===== src/rtl/tmr_pkg.sv =====
package tmr_pkg;
    localparam int NCH    = 2;
    localparam int BW     = 8;
    localparam int DW     = 2 * BW;
    localparam int ADDR_W = 4;
    localparam int PSC_W  = 13;

    // register offsets, address bits 3:1
    localparam logic [2:0] OFS_CTRL = 3'd0;
    localparam logic [2:0] OFS_STAT = 3'd1;
    localparam logic [2:0] OFS_CMPA = 3'd2;
    localparam logic [2:0] OFS_CMPB = 3'd3;
    localparam logic [2:0] OFS_CNT  = 3'd4;
    localparam logic [2:0] OFS_CKC  = 3'd5;

    localparam logic [BW-1:0] CTRL_MASK = 8'hF8;
    localparam logic [BW-1:0] STAT_MASK = 8'h3F;
    localparam logic [BW-1:0] CKC_MASK  = 8'h9F;

    localparam int IE_OVF = 5;
    localparam int IE_A   = 6;
    localparam int IE_B   = 7;

    localparam logic [1:0] CLR_ON_A  = 2'd1;
    localparam logic [1:0] CLR_ON_B  = 2'd2;
    localparam logic [1:0] SRC_INT   = 2'd1;
    localparam logic [1:0] SRC_CHAIN = 2'd3;

    typedef struct packed {
        logic [BW-1:0] ctrl;
        logic [BW-1:0] stat;
        logic [BW-1:0] cmpa;
        logic [BW-1:0] cmpb;
        logic [BW-1:0] cnt;
        logic [BW-1:0] ckc;
    } chan_t;

    typedef struct packed {
        chan_t [NCH-1:0]  ch;
        logic  [NCH-1:0]  irq_a;
        logic  [NCH-1:0]  irq_b;
        logic  [NCH-1:0]  irq_o;
    } state_t;

    function automatic chan_t chan_reset(input logic is_ch1);
        chan_t r;
        r.ctrl = '0;
        r.stat = is_ch1 ? 8'h10 : 8'h00;
        r.cmpa = '1;
        r.cmpb = '1;
        r.cnt  = '0;
        r.ckc  = '0;
        return r;
    endfunction

    // low bits that must be all ones for a prescaler tick
    function automatic logic [PSC_W-1:0] div_mask(input logic [2:0] sel);
        logic [PSC_W-1:0] m;
        case (sel)
            3'd2:    m = PSC_W'(1);
            3'd3:    m = PSC_W'(7);
            3'd4:    m = PSC_W'(31);
            3'd5:    m = PSC_W'(63);
            3'd6:    m = PSC_W'(1023);
            3'd7:    m = PSC_W'(8191);
            default: m = '0;
        endcase
        return m;
    endfunction

    function automatic logic access_bad(input logic [ADDR_W-1:0] a, input logic half);
        logic [2:0] ofs;
        ofs = a[3:1];
        return (ofs > OFS_CKC) ||
               (half && (a[0] || ofs == OFS_CTRL || ofs == OFS_STAT));
    endfunction

    function automatic chan_t put_reg(input chan_t r, input logic [2:0] ofs,
                                      input logic [BW-1:0] v);
        chan_t o;
        o = r;
        case (ofs)
            OFS_CTRL: o.ctrl = v & CTRL_MASK;
            OFS_STAT: o.stat = v & STAT_MASK;
            OFS_CMPA: o.cmpa = v;
            OFS_CMPB: o.cmpb = v;
            OFS_CNT:  o.cnt  = v;
            OFS_CKC:  o.ckc  = v & CKC_MASK;
            default:  o      = r;
        endcase
        return o;
    endfunction

    function automatic logic [BW-1:0] get_reg(input chan_t r, input logic [2:0] ofs,
                                              input logic is_ch1);
        logic [BW-1:0] v;
        case (ofs)
            OFS_CTRL: v = r.ctrl;
            OFS_STAT: v = is_ch1 ? {r.stat[7:6], 2'b01, r.stat[3:0]} : r.stat;
            OFS_CMPA: v = r.cmpa;
            OFS_CMPB: v = r.cmpb;
            OFS_CNT:  v = r.cnt;
            OFS_CKC:  v = r.ckc;
            default:  v = '1;
        endcase
        return v;
    endfunction
endpackage


===== src/rtl/tmr_prescaler.sv =====
module tmr_prescaler
    import tmr_pkg::*;
#(
    parameter int N = NCH
) (
    input  logic             clk,
    input  logic             rst_n,
    input  logic [N-1:0][2:0] sel,
    output logic [N-1:0]     tick
);
    logic [PSC_W-1:0] free_q;
    logic [PSC_W-1:0] free_d;

    always_comb begin
        free_d = free_q + 1'b1;
    end

    always_ff @(posedge clk or negedge rst_n) begin
        if (!rst_n) free_q <= '0;
        else        free_q <= free_d;
    end

    for (genvar g = 0; g < N; g++) begin : g_tick
        logic [PSC_W-1:0] mask;
        always_comb begin
            mask    = div_mask(sel[g]);
            tick[g] = (sel[g] != 3'd0) && ((free_q & mask) == mask);
        end
    end
endmodule


===== src/rtl/tmr_step.sv =====
module tmr_step #(
    parameter int W = 8
) (
    input  logic         tick,
    input  logic [W-1:0] cnt,
    input  logic [W-1:0] cmpa,
    input  logic [W-1:0] cmpb,
    input  logic [1:0]   clr_sel,
    output logic [W-1:0] cnt_nxt,
    output logic         hit_a,
    output logic         hit_b,
    output logic         wrap
);
    logic clear;

    always_comb begin
        hit_a   = tick && (cnt == cmpa);
        hit_b   = tick && (cnt == cmpb);
        clear   = (hit_a && clr_sel == 2'd1) || (hit_b && clr_sel == 2'd2);
        wrap    = tick && !clear && (&cnt);
        cnt_nxt = !tick ? cnt : (clear ? '0 : cnt + 1'b1);
    end
endmodule


===== src/rtl/tmr_rdmux.sv =====
module tmr_rdmux
    import tmr_pkg::*;
(
    input  chan_t [NCH-1:0]    regs,
    input  logic [ADDR_W-1:0]  addr,
    input  logic               half,
    output logic [DW-1:0]      rdata
);
    logic [2:0] ofs;

    always_comb begin
        ofs = addr[3:1];
        if (access_bad(addr, half))
            rdata = '1;
        else if (half)
            rdata = {get_reg(regs[0], ofs, 1'b0), get_reg(regs[1], ofs, 1'b1)};
        else
            rdata = {{BW{1'b0}}, get_reg(regs[addr[0]], ofs, addr[0])};
    end
endmodule


===== src/rtl/dual_cmp_timer.sv =====
module dual_cmp_timer
    import tmr_pkg::*;
(
    input  logic              clk,
    input  logic              rst_n,
    input  logic              bus_wr,
    input  logic              bus_half,
    input  logic [ADDR_W-1:0] bus_addr,
    input  logic [DW-1:0]     bus_wdata,
    output logic [DW-1:0]     bus_rdata,
    output logic [NCH-1:0]    irq_cmpa,
    output logic [NCH-1:0]    irq_cmpb,
    output logic [NCH-1:0]    irq_ovf
);
    state_t st_q;
    state_t st_d;

    logic [NCH-1:0]      psc_tick;
    logic [NCH-1:0][2:0] psc_sel;
    logic                chain;
    logic                tick_c0, tick_c1, tick_w;
    logic [BW-1:0]       nxt_c0, nxt_c1;
    logic [DW-1:0]       nxt_w;
    logic                ha_c0, hb_c0, wr_c0;
    logic                ha_c1, hb_c1, wr_c1;
    logic                ha_w, hb_w, wr_w;

    // observation taps for the bound checker
    logic [NCH-1:0][BW-1:0] mon_cnt, mon_ctrl, mon_ckc, mon_cmpa;

    always_comb begin
        for (int c = 0; c < NCH; c++) begin
            psc_sel[c]  = st_q.ch[c].ckc[2:0];
            mon_cnt[c]  = st_q.ch[c].cnt;
            mon_ctrl[c] = st_q.ch[c].ctrl;
            mon_ckc[c]  = st_q.ch[c].ckc;
            mon_cmpa[c] = st_q.ch[c].cmpa;
        end
    end

    tmr_prescaler #(.N(NCH)) u_psc (
        .clk   (clk),
        .rst_n (rst_n),
        .sel   (psc_sel),
        .tick  (psc_tick)
    );

    always_comb begin
        chain   = st_q.ch[0].ckc[4:3] == SRC_CHAIN;
        tick_c0 = !chain && st_q.ch[0].ckc[4:3] == SRC_INT && psc_tick[0];
        tick_w  = chain && st_q.ch[1].ckc[4:3] == SRC_INT && psc_tick[1];
    end

    always_comb begin
        case (st_q.ch[1].ckc[4:3])
            SRC_INT:   tick_c1 = !chain && psc_tick[1];
            SRC_CHAIN: tick_c1 = !chain && ha_c0;
            default:   tick_c1 = 1'b0;
        endcase
    end

    tmr_step #(.W(BW)) u_step0 (
        .tick(tick_c0), .cnt(st_q.ch[0].cnt), .cmpa(st_q.ch[0].cmpa),
        .cmpb(st_q.ch[0].cmpb), .clr_sel(st_q.ch[0].ctrl[4:3]),
        .cnt_nxt(nxt_c0), .hit_a(ha_c0), .hit_b(hb_c0), .wrap(wr_c0)
    );

    tmr_step #(.W(BW)) u_step1 (
        .tick(tick_c1), .cnt(st_q.ch[1].cnt), .cmpa(st_q.ch[1].cmpa),
        .cmpb(st_q.ch[1].cmpb), .clr_sel(st_q.ch[1].ctrl[4:3]),
        .cnt_nxt(nxt_c1), .hit_a(ha_c1), .hit_b(hb_c1), .wrap(wr_c1)
    );

    tmr_step #(.W(DW)) u_step_wide (
        .tick(tick_w),
        .cnt({st_q.ch[0].cnt, st_q.ch[1].cnt}),
        .cmpa({st_q.ch[0].cmpa, st_q.ch[1].cmpa}),
        .cmpb({st_q.ch[0].cmpb, st_q.ch[1].cmpb}),
        .clr_sel(st_q.ch[0].ctrl[4:3]),
        .cnt_nxt(nxt_w), .hit_a(ha_w), .hit_b(hb_w), .wrap(wr_w)
    );

    tmr_rdmux u_rd (
        .regs  (st_q.ch),
        .addr  (bus_addr),
        .half  (bus_half),
        .rdata (bus_rdata)
    );

    always_comb begin
        st_d       = st_q;
        st_d.irq_a = '0;
        st_d.irq_b = '0;
        st_d.irq_o = '0;

        if (chain) begin
            {st_d.ch[0].cnt, st_d.ch[1].cnt} = nxt_w;
            st_d.irq_a[0] = ha_w && st_q.ch[0].ctrl[IE_A];
            st_d.irq_b[0] = hb_w && st_q.ch[0].ctrl[IE_B];
            st_d.irq_o[0] = wr_w && st_q.ch[0].ctrl[IE_OVF];
        end else begin
            st_d.ch[0].cnt = nxt_c0;
            st_d.ch[1].cnt = nxt_c1;
            st_d.irq_a     = {ha_c1 && st_q.ch[1].ctrl[IE_A],   ha_c0 && st_q.ch[0].ctrl[IE_A]};
            st_d.irq_b     = {hb_c1 && st_q.ch[1].ctrl[IE_B],   hb_c0 && st_q.ch[0].ctrl[IE_B]};
            st_d.irq_o     = {wr_c1 && st_q.ch[1].ctrl[IE_OVF], wr_c0 && st_q.ch[0].ctrl[IE_OVF]};
        end

        // bus write overrides the count update of the register it hits
        if (bus_wr && !access_bad(bus_addr, bus_half)) begin
            if (bus_half) begin
                st_d.ch[0] = put_reg(st_d.ch[0], bus_addr[3:1], bus_wdata[DW-1:BW]);
                st_d.ch[1] = put_reg(st_d.ch[1], bus_addr[3:1], bus_wdata[BW-1:0]);
            end else begin
                st_d.ch[bus_addr[0]] = put_reg(st_d.ch[bus_addr[0]], bus_addr[3:1],
                                               bus_wdata[BW-1:0]);
            end
        end
    end

    always_ff @(posedge clk or negedge rst_n) begin
        if (!rst_n) begin
            st_q.ch[0] <= chan_reset(1'b0);
            st_q.ch[1] <= chan_reset(1'b1);
            st_q.irq_a <= '0;
            st_q.irq_b <= '0;
            st_q.irq_o <= '0;
        end else begin
            st_q <= st_d;
        end
    end

    assign irq_cmpa = st_q.irq_a;
    assign irq_cmpb = st_q.irq_b;
    assign irq_ovf  = st_q.irq_o;
endmodule


===== config.mk =====
export PLATFORM = sky130hd
export DESIGN_NAME = dual_cmp_timer
export DESIGN_NICKNAME = d
export VERILOG_FILES = /design/src/rtl/tmr_pkg.sv /design/src/rtl/tmr_prescaler.sv /design/src/rtl/tmr_step.sv /design/src/rtl/tmr_rdmux.sv /design/src/rtl/dual_cmp_timer.sv
export SDC_FILE = /design/constraint.sdc
export NUM_CORES = 1
export LEC_CHECK = 0
export BUFFER_PORTS_ARGS = -buffer_cell sky130_fd_sc_hd__buf_4
export CAP_MARGIN = 20
export CORE_MARGIN = 2
export CORE_UTILIZATION = 65
export DETAILED_ROUTE_END_ITERATION = 16
export PLACE_DENSITY = 0.84
export SYNTH_ARGS = -nofsm -noshare
export SYNTH_HDL_FRONTEND = slang
export SYNTH_HIERARCHICAL = 1
export SYNTH_SLANG_ARGS = --single-unit

===== constraint.sdc =====
create_clock -name clk -period 10.9 [get_ports clk]
set_input_delay 0.545 -clock clk [delete_from_list [all_inputs] [get_ports clk]]
set_output_delay 0.545 -clock clk [all_outputs]
set_load 0.03 [all_outputs]

### Word level (Yosys, flattened, before mapping)

Cells that the tools add are included.

| storage, ports and cells | value |
|---|---|
| bits in registers | 115 |
| input bits | 24 |
| output and inout port bits | 22 |

| cells by class | value |
|---|---|
| add/subtract/negate cells | 4 |
| order comparisons | 3 |
| equal/unequal tests | 38 |
| multiplexer cells | 62 |
| bitwise gates (word level) | 2 |
| reduce and logical (&&, ||, !) cells | 60 |

Operators by type and width:

| operator | count |
|---|---|
| $mux W8 | 36 |
| $mux W48 | 5 |
| $pmux W13 S6 | 2 |
| $pmux W8 S6 | 3 |
| $bwmux W96 | 1 |
| $mux W96 | 1 |
| $mux W16 | 4 |
| $mux W64 | 1 |
| $demux W48 S1 | 1 |
| $logic_and A1 B1 Y1 | 38 |
| $eq A16 B16 Y1 | 2 |
| $eq A8 B8 Y1 | 4 |
| $eq A3 B3 Y1 const B | 10 |
| $and A13 B13 Y13 | 2 |
| $eq A13 B13 Y1 | 2 |
| $eq A3 B2 Y1 const B | 6 |
| $add A16 B1 Y16 const B | 1 |
| $add A8 B1 Y8 const B | 2 |
| $reduce_and A16 Y1 | 1 |
| $reduce_and A8 Y1 | 2 |
| $add A13 B1 Y13 const B | 1 |
| $ne A2 B1 Y1 const B | 5 |
| $reduce_and A2 Y1 | 5 |
| $eq A2 B1 Y1 const B | 4 |
| other kinds (12) | 30 |

### Depth between registers and ports, before layout

Gate-level depths: netlist (run 1).

| depth | value |
|---|---|
| depth after elaboration | 23 |
| mapped depth | 19 |

### Hierarchy

The synthesis (run 1) kept the hierarchy.

Modules (own cells, without submodules):

| module | times used | cells an instance | area each (µm²) | seq. area each (µm²) |
|---|---|---|---|---|
| dual_cmp_timer | 1 | 388 | 4555.6 | 2593.7 |
| tmr_rdmux | 1 | 209 | 1656.6 | 0.0 |
| tmr_step (u_step0 ...) | 2 | 75 | 464.2 | 0.0 |
| tmr_step (u_step_wide) | 1 | 148 | 923.4 | 0.0 |
| tmr_prescaler | 1 | 63 | 700.7 | 325.3 |

### Worst setup path after synthesis (run 1)

Ideal clock, no wire load.

| timing path | value |
|---|---|
| kind | flip-flop to flip-flop |
| from | reg st_q (netlist bit mon_ckc[2]) |
| to | reg st_q (netlist bit mon_cnt[13]) |
| data arrival time | 3556 ps |
| required time | 10782 ps |
| path slack | 7226 ps |
| stages on the path, launching flop included | 19 |
| buffers on the path | 1 |
| period minus slack after synthesis | 3674 ps |
| cell sequence | dfrtp_1 > and2_1 > a221o_2 > a211oi_2 > nand2_1 > nor2_1 > nand4_1 > nor2_1 > a21oi_1 > nor2_1 > nand4_1 > or3b_1 > o32a_2 > buf_6 > nand2_1 > o311ai_0 > mux2i_1 > o2bb2ai_1 > a21o_1 |

RTL lines:

| item | RTL line | source |
|---|---|---|
| from (decl) | dual_cmp_timer.sv:15 | `state_t st_q;` |
| from (signal assigned) | dual_cmp_timer.sv:129 | `st_q <= st_d;` |

==> run summary, run 1 <==
The logs give 6310 ps for the worst setup timing slack at the placement stage and 0.210 GHz for the maximum frequency from static timing analysis. The run gives 0.385 as the total global-route track usage. For the share of total power in combinational logic, the log shows 0.297. The run finished with clean final reports. The logs give 0.555 for the met2 capacity usage during global routing and 0.528 for the global routing usage on met1.

The tools report the number of core rows as 42. The H-tree generated during clock tree synthesis spans 4 levels. The total congestion overflow was 0. Setup repair after global routing left no endpoint under its margin. The post-route clock period utilization is 0.436, and the via count is 7,898. The logs give 1.12 mW for the internal portion of total power and 0 for the number of instances resized during post-cts repair.

Path type of the worst min-delay path: in -> async. Walking the worst path, the cells encountered are and2_1 > a221o_2 > a211oi_2 > nand2_1 > nor2_1 > nand4_1 > nor2_1 > a21oi_1 > nor2_1 > buf_4 > nand4_1 > or3b_1 > o32a_2 > nand3_1 > o311ai_0 > mux2i_1 > o2bb2ai_1 > a21o_1. The required time at the worst-slack endpoint is 11,220 ps. The startpoint of the worst setup timing path was mon_ckc[2].

The design draws 1.80 mW. The detailed-route vias per instance was 6.98. The I/O pin count was 46; the number of nets with antenna violations after detailed routing was 0. The final layout contains 971 nets. In this run the clock root is driven by a clkbuf_16. Leakage dissipation: 4.08 nW. The slowest stage of the critical path is the nor2_1 cell. After routing, the total negative slack on setup checks comes to 0 ps. The number of global-route vias before repair came out at 7,352.

The tools report the met3 usage as 0.111. The highest fanout seen on the critical path was 18. Setup violations remaining at the end of the flow were counted as 0. Floorplan die area: 0.0143 mm². The region available for standard cell placement spans 0.0131 mm². The run gives 0 as the number of endpoints with negative hold slack in the final report.

The sink count of the clock tree was 113. The post-layout worst setup margin is 6150 ps. Each instance of the synthesized netlist takes up on average 9.11 µm². The area growth from synthesis to layout is 8.06%.

After detailed routing, the number of remaining DRC violations is 0. Clock tree synthesis inserted a total of 17 buffers. The tools report the part of the power in the clock network as 0.308. The number of pins exceeding their max-slew limit in the final report was 0; the fraction of final layout cells sized beyond drive strength 1 was 0.206.

The share of total power consumed by net switching is 0.379. In this run the power density over the cells is 191 mW/mm². After clock tree synthesis, the setup repair step added 0 buffers.

For this design the total switching power over the nets is 0.680 mW. The worst register-to-register path ends at mon_cnt[13]. For this run, the number of Yosys warnings is 6. Sequential share of power: 0.396.

Routability-driven placement finished with a final weighted congestion of 0.974. For this run, the slowest stage of the critical path takes 730 ps. The setup slack of the most critical reg-to-reg path came out at 6150 ps.

VDD sags by at most 0.000149 V. Counting stages on the worst path, the most repeated cell is nor2_1. Summed instance area of the synthesized netlist: 0.00869 mm². Synthesis handed over a netlist of 954 instances. The critical path ends at mon_cnt[13]. Family with the most delay on the worst path: simple AND/OR/NAND/NOR gates.

TritonCTS built the clock tree. The layer flagged by global routing as most heavily used is met2. The x dimension of the die is 120 µm, and the count of hold-fix buffers inserted at cts is 0. At the pin with the least slew margin, the transition time is 949 ps.

The clock latency on the worst-skew pair is 430 ps, and the final period demand of the worst path is 4750 ps. STA classifies the critical path startpoint as a flip-flop. The tool flagged a number of max-cap violations equal to 0. The critical path arrival came out at 5080 ps. The critical path runs through a total of 18 cells. The number of buffers on the longest clock path is 2, and the global-route wire length before repair is 41,900 µm. The clock slew at the register clock pins of the worst setup and hold paths works out to 60 ps. The floorplan step set the die height to 120 µm. The number of antenna diodes in the final layout is 0. For the number of antenna violations at the first check in global routing, the log shows 0. For the total half-perimeter wirelength after legalization and detailed placement, the log shows 17,700 µm. STA classifies the critical path endpoint as a flip-flop. The startpoint of the lowest-slack register-to-register path is mon_ckc[2]. The category of the critical setup timing path is reg -> reg. The worst-case clock skew is 7.13 ps. The combined buffer and inverter count along the critical path was 1; the wire length reported by the detailed router was 26,900 µm.

The number of nets in the synthesized netlist is 982, and the post-detailed-route wirelength per cell is 23.7 µm. The iteration count of the initial detailed-routing pass was 7; the path depth of the worst reg2reg path was 18. The worst slew slack as a fraction of its limit came out at 0.365. The detailed router finished its first iteration with 1,168 violations. The number of input and output port buffers inserted came out at 45.

The effective utilization at floorplan came out at 0.662. Entering global routing, the biggest net connects 65 pins.
[flip-flops by register name, summed over array words and instances (netlist names)]
register / cells
mon_ckc: 16
irq_ovf: 2
st_q: 30
u_psc/free_q: 13
mon_ctrl: 16
irq_cmpb: 2
mon_cmpa: 16
mon_cnt: 16
irq_cmpa: 2
[area by class of cell]
cell class	instances	area (µm²)
repair buffers	48	360
clock inverters	12	136
flip-flops and latches	113	2870
inverters	33	124
multi-input cells	730	5240
fillers	998	3750
well taps	176	220
clock buffers	20	447
[power by group through the flow]
stage	Combinational [mW]	Sequential [mW]	Clock [mW]
2_1_floorplan	0.443	0.606	0
3_3_place_gp	0.496	0.703	0
3_5_place_dp	0.512	0.704	0
4_1_cts	0.517	0.698	0.556
5_1_grt	0.578	0.714	0.578
6_report	0.533	0.711	0.552
[how the worst min path moves through the flow]
stage	startpoint	to	slack [ps]	cells past startpoint
floorplan	rst_n	irq_cmpa[0]	250	0
CTS	rst_n	u_psc/free_q[9]	150	1
detailed placement	st_q[45]	st_q[45]	460	1
finish	rst_n	u_psc/free_q[9]	140	1
global route	rst_n	u_psc/free_q[9]	190	1
global placement	u_psc/free_q[12]	u_psc/free_q[12]	460	1
[layer usage]
| layer | part of all wire | up-vias |
|---|---|---|
| met3 | 0.12 | 127 |
| met2 | 0.44 | 578 |
| met1 | 0.39 | 3752 |
| met4 | 0.056 | 0 |
| li1 | - | 3441 |
| met5 | 0 | - |
[through the flow]
stage | cells | util | hold WS (ps) | cell area (µm²)
CTS | 1132 | 0.715 | 150 | 9390
global route | 1132 | 0.715 | 187 | 9390
detailed placement | 1100 | 0.670 | 462 | 8810
floorplan | 954 | - | 249 | 8690
finish | 1132 | 0.715 | 138 | 9390
global placement | 1100 | 0.670 | 460 | 8810
[layout by cell type (no fill, tap or decap), drive strengths merged, types with 9 or more instances in the layout]
cell type / count
nand3: 51
o2bb2ai: 9
clkbuf: 20
a21oi: 42
nand4: 16
nor2b: 20
and3: 25
o21ai: 76
nor2: 52
mux2i: 62
dfstp: 32
buf: 48
and2: 24
a221o: 10
xor2: 20
dfrtp: 81
nor3: 19
mux2: 50
xnor2: 56
nand2: 69
inv: 34
(Power assumes the default switching activity.)
==> run 2, diff against run 1 <==
--- a/config.mk
+++ b/config.mk
@@ -8,9 +8,9 @@
 export BUFFER_PORTS_ARGS = -buffer_cell sky130_fd_sc_hd__buf_4
 export CAP_MARGIN = 20
 export CORE_MARGIN = 2
-export CORE_UTILIZATION = 65
+export CORE_UTILIZATION = 63
 export DETAILED_ROUTE_END_ITERATION = 16
-export PLACE_DENSITY = 0.84
+export PLACE_DENSITY = 0.82
 export SYNTH_ARGS = -nofsm -noshare
 export SYNTH_HDL_FRONTEND = slang
 export SYNTH_HIERARCHICAL = 1
==> constraint.sdc (replaced) <==
create_clock -name clk -period 4.5 [get_ports clk]
set_input_delay 0.225 -clock clk [delete_from_list [all_inputs] [get_ports clk]]
set_output_delay 0.225 -clock clk [all_outputs]
set_load 0.03 [all_outputs]
==> run summary, run 2 (same netlist as run 1, synthesis figures left out) <==
The flow ran to the end, and the final reports show no timing, DRC or antenna violations. The path depth of the worst reg2reg path works out to 15 (was 18). Category of the critical setup timing path: reg -> reg (unchanged).

The number of pins exceeding their max-slew limit in the final report is 0 (unchanged). The worst hold path begins at bus_wdata[13]. The number of DRC markers in iteration 0 came out at 1,242 (was 1,168). The end of the worst register-to-register path is mon_cnt[0] (was mon_cnt[13]). The final total negative setup slack came out at 0 ps (unchanged).

The logs give 7 (unchanged) for the iteration count of the initial detailed-routing pass and 0 (unchanged) for the total congestion overflow. Root buffer cell: clkbuf_16 (unchanged). The total global-route track usage is 0.384 (was 0.385). The final period demand of the worst path works out to 4240 ps (was 4750 ps). The post-route clock period utilization is 0.942 (was 0.436), and the leakage dissipation is 4.13 nW (was 4.08 nW).

The number of design rule violations left after detail routing was 0 (unchanged); the filler-free cell count of the finished design was 1,140 (was 1,132). The detailed-route vias per instance was 7.04 (was 6.98); the number of endpoints with negative hold slack in the final report was 0 (unchanged). Layout net count: 979 (was 971).

The critical path arrival came out at 4540 ps (was 5080 ps). The fraction of final layout cells sized beyond drive strength 1 is 0.214 (was 0.206). Via count: 8,020 (was 7,898). Highest-count cells in the layout ignoring fill and taps: dfrtp_1 (81), o21ai_0 (70), nand2_1 (66), mux2i_1 (62), xnor2_1 (56) (unchanged). The number of flip-flops in the largest register works out to 30 (unchanged). Cell with the largest stage delay on the worst path: dfrtp_1 (was nor2_1). The x dimension of the die works out to 121 µm (was 120 µm). Setup repair after global routing left no endpoint under its margin.

The most common library cell in the layout ignoring fill and taps is dfrtp_1 (unchanged). Number of global-route vias before repair: 7,358 (was 7,352). Cells traversed along the worst timing path: nand4_2 > a211o_1 > a311oi_2 > nor2b_1 > nand2_1 > nor2_1 > buf_4 > nand2_1 > nor4_2 > a32oi_2 > and3_1 > a221o_1 > mux2i_1 > o2bb2ai_1 > a221o_1 (was and2_1 > a221o_2 > a211oi_2 > nand2_1 > nor2_1 > nand4_1 > nor2_1 > a21oi_1 > nor2_1 > buf_4 > nand4_1 > or3b_1 > o32a_2 > nand3_1 > o311ai_0 > mux2i_1 > o2bb2ai_1 > a21o_1). Worst vdd rail ir drop: 0.000374 V (was 0.000149 V). The final count of negative-setup-slack endpoints is 0 (unchanged). Startpoint of the lowest-slack register-to-register path: u_psc/free_q[5] (was mon_ckc[2]).

The number of max-cap violations is 0 (unchanged). The type of origin of the critical path is a flip-flop (unchanged). The number of buffers added for setup after CTS came out at 0 (unchanged).

For the clock latency on the worst-skew pair, the log shows 420 ps (was 430 ps). The path type of the worst min-delay path is in -> reg (was in -> async). The tools report the number of buffers created by CTS as 17 (unchanged).

The clock slew at the register clock pins of the worst setup and hold paths is 60 ps (about the same). The number of filler cells placed in the layout is 1,026 (was 998). The cell area power density is 466 mW/mm² (was 191 mW/mm²), and the total half-perimeter wirelength after legalization and detailed placement is 18,100 µm (was 17,700 µm).

For the I/O pin count, the log shows 46 (unchanged). The actual transition at the worst max-transition pin works out to 994 ps (was 949 ps). The floorplan die area was 0.0148 mm² (was 0.0143 mm²); the number of input and output port buffers inserted was 45 (unchanged). The combined buffer and inverter count along the critical path was 1 (unchanged). The wire length reported by the detailed router came out at 27,600 µm (was 26,900 µm). The peak per-stage delay on the critical path works out to 490 ps (was 730 ps). The die span in y works out to 121 µm (was 120 µm). The register bank with the most flops is st_q (unchanged). The number of buffers on the longest clock path was 2 (unchanged); the cell count of the worst hold path was 3. The H-tree depth reported by CTS is 4 (unchanged). The tools report the sink count of the clock tree as 113 (unchanged). The run gives 42 (unchanged) as the number of core rows. The global-route wire length before repair was 42,300 µm (was 41,900 µm); the number of antenna diodes was 0 (unchanged). The family with the most delay on the worst path is compound AO/OA/AOI/OAI gates (was simple AND/OR/NAND/NOR gates). The maximum frequency from static timing analysis was 0.236 GHz (was 0.210 GHz).

The tools report the setup slack of the most critical reg-to-reg path as 260 ps (was 6150 ps). The instance count after placement with tap cells included was 1,107 (was 1,100); the post-placement cell area was 0.00886 mm² (was 0.00881 mm²). The tools report the total non-filler cell area in the finished layout as 0.00947 mm² (was 0.00939 mm²).

Number of antenna violations at the first check in global routing: 0 (unchanged). The logs give 0 (unchanged) for the number of nets with antenna violations after detailed routing and 4800 ps (was 11,220 ps) for the required time at the worst-slack endpoint. For hold timing, the worst endpoint is st_q[27].

The signed area change from the synthesized netlist to the final layout is 8.97% (was 8.06%). Core box area: 0.0133 mm² (was 0.0131 mm²). Critical path capture point type: a flip-flop (unchanged). The placer's final routability congestion estimate is 0.991 (was 0.974). The run gives 0.331 (was 0.365) as the worst slew slack as a fraction of its limit. The worst-case clock skew is 6.61 ps (was 7.13 ps). TritonCTS built the clock tree. The highest fanout seen on the critical path is 19 (was 18), and the post-detailed-route wirelength per cell is 24.2 µm (was 23.7 µm). The run gives 68 (was 65) as the maximum number of pins on one net before global-route repair. For the effective utilization at floorplan, the log shows 0.651 (was 0.662).
-- run 2: cell count changes in the layout (fill, tap and decap cells not counted) --
cell / before / now
buf_4: 48 / 55
clkinv_2: 2 / 3
clkinv_4: 4 / 3
dlygate4sd3_1: 0 / 1
clkbuf_8: 1 / 3
clkbuf_1: 2 / 0
-- run 2: through the flow --
stage | hold WS, ps | setup WS (ps) | util | power (mW)
detailed placement | 394 | 443 | 0.664 | 2.98
global route | 147 | 132 | 0.710 | 4.58
global placement | 387 | 658 | 0.664 | 2.94
CTS | 119 | 417 | 0.710 | 4.34
finish | 130 | 261 | 0.710 | 4.41
floorplan | -70.6 | 826 | - | 2.54
-- run 2: how the worst max path moves through the flow --
stage	startpoint	to	slack [ps]	cells past startpoint
after CTS	u_psc/free_q[5]	mon_cnt[0]	420	15
final	u_psc/free_q[5]	mon_cnt[0]	260	15
after floorplan	mon_ckc[2]	mon_cnt[13]	830	18
after detailed placement	mon_ckc[9]	mon_cnt[0]	440	15
after global routing	u_psc/free_q[5]	mon_cnt[0]	130	15
after global placement	u_psc/free_q[5]	mon_cnt[0]	660	15
-- run 2: repair_timing --
action / in CTS / in global routing
hold buffers: 1 / 0
endpoints found under the hold margin: 48 / 0
resized for setup: 0 / 0
-- run 2: layout make-up --
class / count / area (µm²) / share of cell area
tap: 176 / 220 / 0.0233
clock inverter: 12 / 133 / 0.0140
multi-input combinational: 730 / 5240 / 0.553
timing repair buffer: 56 / 423 / 0.0447
sequential: 113 / 2870 / 0.303
inverter: 33 / 124 / 0.0131
clock buffer: 20 / 467 / 0.0493
-- run 2: tightest hold or removal path, cell delays in order --
cell and delay [ps]:
buf_4 90, a22oi_1 80, o21ai_1 120
-- run 2: metal layers --
metal	vias to the layer above	global-route usage	wire [µm]
li1	3441	-	-
met1	3826	0.529	10700
met2	638	0.564	12200
met3	115	0.112	3650
met4	0	0.167	1030
met5	-	0	0
-- run 2: where the power goes --
group          switching (mW)  leakage [nW]  internal [mW]
clock network           0.495         0.288          0.858
registers               0.417          1.34           1.25
logic                   0.746          2.49          0.643
